--- src/rtl/mul_pkg.sv ---
package mul_pkg;
  localparam int OPER_W    = 4;
  localparam int DIGIT_W   = 2;
  localparam int PROD_W    = 2 * OPER_W;
  localparam int CELL_W    = 2 * DIGIT_W;
  localparam int NUM_CELLS = (OPER_W / DIGIT_W) * (OPER_W / DIGIT_W);
  localparam int MID_W     = CELL_W + 1;
  localparam int TOP_W     = PROD_W - DIGIT_W;

  typedef logic [DIGIT_W-1:0] digit_t;
  typedef logic [CELL_W-1:0]  cellProd_t;
endpackage

--- src/rtl/mul_half_add.sv ---
module mul_half_add (
  input  logic x,
  input  logic y,
  output logic sum,
  output logic carry
);
  assign sum   = x ^ y;
  assign carry = x & y;
endmodule

--- src/rtl/mul_full_add.sv ---
module mul_full_add (
  input  logic x,
  input  logic y,
  input  logic cin,
  output logic sum,
  output logic cout
);
  logic partSum;
  logic carryA;
  logic carryB;

  mul_half_add u_haLow (.x(x),       .y(y),   .sum(partSum), .carry(carryA));
  mul_half_add u_haHigh(.x(partSum), .y(cin), .sum(sum),     .carry(carryB));

  assign cout = carryA | carryB;
endmodule

--- src/rtl/mul_ripple_add.sv ---
module mul_ripple_add #(
  parameter int W          = 4,
  parameter bit KEEP_CARRY = 1'b1
) (
  input  logic [W-1:0]            a,
  input  logic [W-1:0]            b,
  output logic [W+KEEP_CARRY-1:0] sum
);
  logic [W-2:0] carry;

  for (genvar i = 0; i < W; i++) begin : g_bit
    if (i == 0) begin : g_lsb
      mul_half_add u_ha (.x(a[0]), .y(b[0]), .sum(sum[0]), .carry(carry[0]));
    end else if (i == W - 1) begin : g_msb
      if (KEEP_CARRY) begin : g_keep
        mul_full_add u_fa (.x(a[i]), .y(b[i]), .cin(carry[i-1]),
                           .sum(sum[i]), .cout(sum[W+KEEP_CARRY-1]));
      end else begin : g_drop
        assign sum[i] = a[i] ^ b[i] ^ carry[i-1];
      end
    end else begin : g_mid
      mul_full_add u_fa (.x(a[i]), .y(b[i]), .cin(carry[i-1]),
                         .sum(sum[i]), .cout(carry[i]));
    end
  end
endmodule

--- src/rtl/mul_cell2x2.sv ---
module mul_cell2x2
  import mul_pkg::*;
(
  input  digit_t    digA,
  input  digit_t    digB,
  output cellProd_t cellProd
);
  logic pp00, pp10, pp01, pp11;
  logic midCarry;

  assign pp00 = digA[0] & digB[0];
  assign pp10 = digA[1] & digB[0];
  assign pp01 = digA[0] & digB[1];
  assign pp11 = digA[1] & digB[1];

  assign cellProd[0] = pp00;

  mul_half_add u_haMid (.x(pp10), .y(pp01),     .sum(cellProd[1]), .carry(midCarry));
  mul_half_add u_haTop (.x(pp11), .y(midCarry), .sum(cellProd[2]), .carry(cellProd[3]));
endmodule

--- src/rtl/mul4x4_array.sv ---
module mul4x4_array
  import mul_pkg::*;
(
  input  logic [OPER_W-1:0] opA,
  input  logic [OPER_W-1:0] opB,
  output logic [PROD_W-1:0] product
);
  // cell k: bit 0 picks the opA digit, bit 1 picks the opB digit
  cellProd_t subProd [NUM_CELLS];
  logic [MID_W-1:0] midSum;
  logic [TOP_W-1:0] topSum;

  for (genvar k = 0; k < NUM_CELLS; k++) begin : g_cell
    localparam int A_OFF = (k % 2) * DIGIT_W;
    localparam int B_OFF = (k / 2) * DIGIT_W;
    mul_cell2x2 u_cell (
      .digA    (opA[A_OFF +: DIGIT_W]),
      .digB    (opB[B_OFF +: DIGIT_W]),
      .cellProd(subProd[k])
    );
  end

  // both mixed sub-products share offset DIGIT_W
  mul_ripple_add #(.W(CELL_W), .KEEP_CARRY(1'b1)) u_midAdd (
    .a  (subProd[1]),
    .b  (subProd[2]),
    .sum(midSum)
  );

  // high-by-high and upper half of low-by-low do not overlap: merge by concatenation
  mul_ripple_add #(.W(TOP_W), .KEEP_CARRY(1'b0)) u_topAdd (
    .a  ({{(TOP_W-MID_W){1'b0}}, midSum}),
    .b  ({subProd[3], subProd[0][CELL_W-1:DIGIT_W]}),
    .sum(topSum)
  );

  assign product = {topSum, subProd[0][DIGIT_W-1:0]};
endmodule

--- config.mk ---
export PLATFORM = sky130hd
export DESIGN_NAME = mul4x4_array
export DESIGN_NICKNAME = d
export VERILOG_FILES = /design/src/rtl/mul_pkg.sv /design/src/rtl/mul_half_add.sv /design/src/rtl/mul_full_add.sv /design/src/rtl/mul_ripple_add.sv /design/src/rtl/mul_cell2x2.sv /design/src/rtl/mul4x4_array.sv
export SDC_FILE = /design/constraint.sdc
export NUM_CORES = 1
export LEC_CHECK = 0
export ABC_CLOCK_PERIOD_IN_PS = 3340
export BUFFER_PORTS_ARGS = -buffer_cell sky130_fd_sc_hd__buf_2
export CAP_MARGIN = 20
export CORE_AREA = 5 5 42 44
export DETAILED_ROUTE_END_ITERATION = 7
export DIE_AREA = 0 0 47 49
export SYNTH_ARGS = -nofsm -noshare
export SYNTH_HDL_FRONTEND = slang
export SYNTH_SLANG_ARGS = --single-unit
--- constraint.sdc ---
create_clock -name vclk -period 3.34
set_input_delay 0.167 -clock vclk [all_inputs]
set_output_delay 0.167 -clock vclk [all_outputs]
set_load 0.02 [all_outputs]
======== After elaboration in Yosys (flattened, before gate mapping) ========
Cells that the tools add are included.
storage, ports and cells
  flip-flop bits (word level) ............. 0
  input port bits ......................... 8
  output and inout port bits .............. 8
  word-level logic and storage cells ...... 72
cells by class
  bitwise gates (word level) .............. 72
operator list
  kind         number
  $and 1x1->1  40
  $xor 1x1->1  25
  $or 1x1->1   7

======== Logic depth before layout (Yosys ltp) ========
  depth in word-level cells ............... 14
  gate-level depth with buffers ........... 12
  depth with buffers taken out ............ 12

======== By module ========
Synthesis repeated with hierarchy kept, for this count alone.
unflattened totals
  cells, all modules ...................... 53
  area total of the unflattened synthesis .. 501.7 um2
by module, submodules not included
  module                     instances  cells an instance  area each (um2)  sequential area each (um2)
  mul_half_add               24         1                  12.5             0.0
  mul_cell2x2                4          5                  32.5             0.0
  mul_full_add               7          1                  6.3              0.0
  mul_ripple_add (u_topAdd)  1          1                  23.8             0.0
  mul4x4_array               1          1                  3.8              0.0

======== Least setup slack after synthesis ========
No wires, ideal clock.
  path type ............................... input to output
  from .................................... input opA[3]
  to ...................................... output product[7]
  data arrival time ....................... 3.108 ns
  required time ........................... 3.173 ns
  path slack .............................. 0.065 ns
  cell stages on the path ................. 10
  path buffers ............................ 0
  cell sequence ........................... and2_1 -> ha_1 -> inv_1 -> fa_1 -> inv_1 -> fa_1 -> fa_1 -> fa_1 -> fa_1 -> xor2_1
between the ends
  cells in the longest elaborated chain, start to end .. 14
  elaborated cells on any way between the ends .. 44
  classes of those cells .................. 44 x bitwise
ends and longest elaborated chain
  what                                               line                                   RTL
  from (decl)                                        mul4x4_array.sv:4                      input logic [OPER_W-1:0] opA,
  $and 1x1->1                                        mul_cell2x2.sv:12                      assign pp10 = digA[1] & digB[0];
  $xor 1x1->1 (2 in a row)                           mul_half_add.sv:7                      assign sum = x ^ y;
  $and 1x1->1 / $xor 1x1->1 (equally long branches)  mul_half_add.sv:8, mul_half_add.sv:7
  $or 1x1->1 / $xor 1x1->1 (equally long branches)   mul_full_add.sv:15, mul_half_add.sv:7
  $and 1x1->1 / $xor 1x1->1 (equally long branches)  mul_half_add.sv:8, mul_half_add.sv:7
  $or 1x1->1 / $xor 1x1->1 (equally long branches)   mul_full_add.sv:15, mul_half_add.sv:7
  $xor 1x1->1 / $and 1x1->1 (equally long branches)  mul_half_add.sv:7, mul_half_add.sv:8
  $xor 1x1->1 / $or 1x1->1 (equally long branches)   mul_half_add.sv:7, mul_full_add.sv:15
  $and 1x1->1                                        mul_half_add.sv:8                      assign carry = x & y;
  $or 1x1->1                                         mul_full_add.sv:15                     assign cout = carryA | carryB;
  $and 1x1->1                                        mul_half_add.sv:8
  $or 1x1->1                                         mul_full_add.sv:15
  $xor 1x1->1 *                                      mul_ripple_add.sv:19                   assign sum[i] = a[i] ^ b[i] ^ carry[i-1];
  to (decl)                                          mul4x4_array.sv:6                      output logic [PROD_W-1:0] product
Every way passes the cells marked *; elsewhere a longest branch is shown, timed or not.

======== Final worst setup path ========
  from .................................... input opB[2]
  to ...................................... output product[6]
between the ends
  cells in the longest elaborated chain, start to end .. 12
  elaborated cells on any way between the ends .. 43
  classes of those cells .................. 43 x bitwise
ends and longest elaborated chain
  what                                               line                                   RTL
  from (decl)                                        mul4x4_array.sv:5                      input logic [OPER_W-1:0] opB,
  $and 1x1->1                                        mul_cell2x2.sv:12
  $xor 1x1->1 (2 in a row)                           mul_half_add.sv:7
  $and 1x1->1 / $xor 1x1->1 (equally long branches)  mul_half_add.sv:8, mul_half_add.sv:7
  $or 1x1->1 / $xor 1x1->1 (equally long branches)   mul_full_add.sv:15, mul_half_add.sv:7
  $and 1x1->1 / $xor 1x1->1 (equally long branches)  mul_half_add.sv:8, mul_half_add.sv:7
  $or 1x1->1 / $xor 1x1->1 (equally long branches)   mul_full_add.sv:15, mul_half_add.sv:7
  $xor 1x1->1 / $and 1x1->1 (equally long branches)  mul_half_add.sv:7, mul_half_add.sv:8
  $xor 1x1->1 / $or 1x1->1 (equally long branches)   mul_half_add.sv:7, mul_full_add.sv:15
  $and 1x1->1                                        mul_half_add.sv:8
  $or 1x1->1                                         mul_full_add.sv:15
  $xor 1x1->1 *                                      mul_half_add.sv:7
Marks and branches as above.

==> metrics <==
worst slew pin tran=115 ps; top post-synthesis cells by count=and2_1 (16), ha_1 (10), inv_1 (10); crit share post-route=0.965; worst setup path class=primary input to output port; hpwl dp=708 µm; Simple-Gate Fraction of Synth Area=0.216; CP top delay family=adder cells; Tot GR Track Use=0.0750; syn_nets=76; largest cells by area after synthesis=fa_1 (30%), ha_1 (27%), and2_1 (22%); synthesis-to-layout area growth=16.7%; first-pass GRT wire length=1400 µm; crit end category=output port; Synth Area in Adders=0.571; crit path time final=3220 ps; Final Worst Setup Slack=117 ps; antenna violations before repair=0; die area=0.00230 mm²; CP startpoint kind=primary input; total gr overflow=0; Synth Area in Compound Gates=0; n_diodes=0; core footprint=0.00140 mm²; worst path required time=3170 ps; total wire length=720 µm; height of the die=49 µm; Area after DPL=527 µm²; Final #Nets=89; critical path, cell by cell=buf_2, and2_1, ha_1, inv_1, fa_1, inv_2, fa_1, fa_2, fa_2, fa_2, buf_4; Top Metal Used=met3; Max Cap Viol=0; GP Congestion=0.704; final setup violation count=0; WL per Instance=9.23 µm; xor/xnor cell area share of the yosys netlist=0.0189; pwr dens=183 mW/mm²; Routed Antenna Nets=0; hold violation total from the final report=0; largest family of logic cells by synthesized area=adder cells; synthesized area=464 µm²; # DRC=0; Worst Path Buf+Inv=4; Slew Limit Fails=0; CP max stage delay=520 ps; final instance area=542 µm²; fmax=0.310 GHz; Port Buffers=16; largest net degree at the start of global routing=5; Top cell by count, worst path=fa_2; storage element area=0 µm²; initial DRC count=1; synthesized instance count=51; Crit-path slowest cell=fa_2; worst vdd ir=0.0815 mV; syn avg cell area=9.10 µm²; Critical Path AT=3060 ps; M1 WL=291 µm; Syn. warnings=0; io pins=16; HP Class=primary input to output port; share of layout cells above drive strength 1=0.371; num rows=14; status=completed; Initial Util=0.331; worst slack, placed=-78.7 ps; Synth cell types=6; met3 WL=22 µm; most frequent cell after synthesis=and2_1; met2 routed WL=406 µm; Die X=47 µm; postcts setup bufs=0; leakage=0.000317 µW; Clock buffer cells=0; setup tns final=0 ps; TritonRoute pass-1 iters=2; RSZ-0062 raised after global routing=no; mux contribution to synthesized area=0; cell taking the most area after synthesis=fa_1; vias in the first global route=345; seq_cells=0; Crit Path Max Fanout=4; sequential element share of the synthesized area=0; Rel. slew slack=0.923; detailed-route via count=323; vias per cell=4.14; top cell type's share of synthesized area=0.302
-- worst paths after layout --
path / start / end / slack (ps) / cells after the start
max: opB[2] / product[6] / 120 / 11
min: opB[0] / product[0] / 700 / 3
-- cells in the final DEF, fill, tap and decap left out --
cell,count
ha_1,10
buf_4,4
fa_2,4
inv_2,1
buf_2,14
xor2_1,1
inv_1,9
fa_1,3
and2_1,16
-- power breakdown --
group | internal (µW) | switching [µW] | total [µW]
Clock | 0 | 0 | 0
Combinational | 41.0 | 58.0 | 99.0
Sequential | 0 | 0 | 0
Total | 41.0 | 58.0 | 99.0
-- layer usage --
layer  vias up  GRT usage
met1       152      0.109
li1        168          -
met3         0          0
met4         0          0
met5         -          0
met2         3      0.129
-- stage by stage --
step	std cells	hold slack (ps)	util	power, µW
floorplan	51	556	-	90.1
global placement	78	704	0.376	96.6
detailed placement	78	704	0.376	97.2
CTS	78	705	0.381	99.4
global route	78	729	0.387	114
finish	78	699	0.387	99.0
-- final cells by class --
class | instances | area (µm²)
fill | 151 | 860
inverter | 10 | 37.5
multi-input combinational | 34 | 384
tap | 16 | 20.0
timing repair buffer | 18 | 100
-- cell families after synthesis --
group         after synthesis
xor+xnor                    1
fa+ha+maj                  17
buf+inv                    17
simple gates               16
-- what timing repair did --
action	CTS	global route
resized for setup	3	4
pin swaps	0	4
endpoints found under the setup margin	2	2
hold endpoints to repair	0	0
hold buffers	0	0
Note: power is estimated with default switching activity, not from simulation.
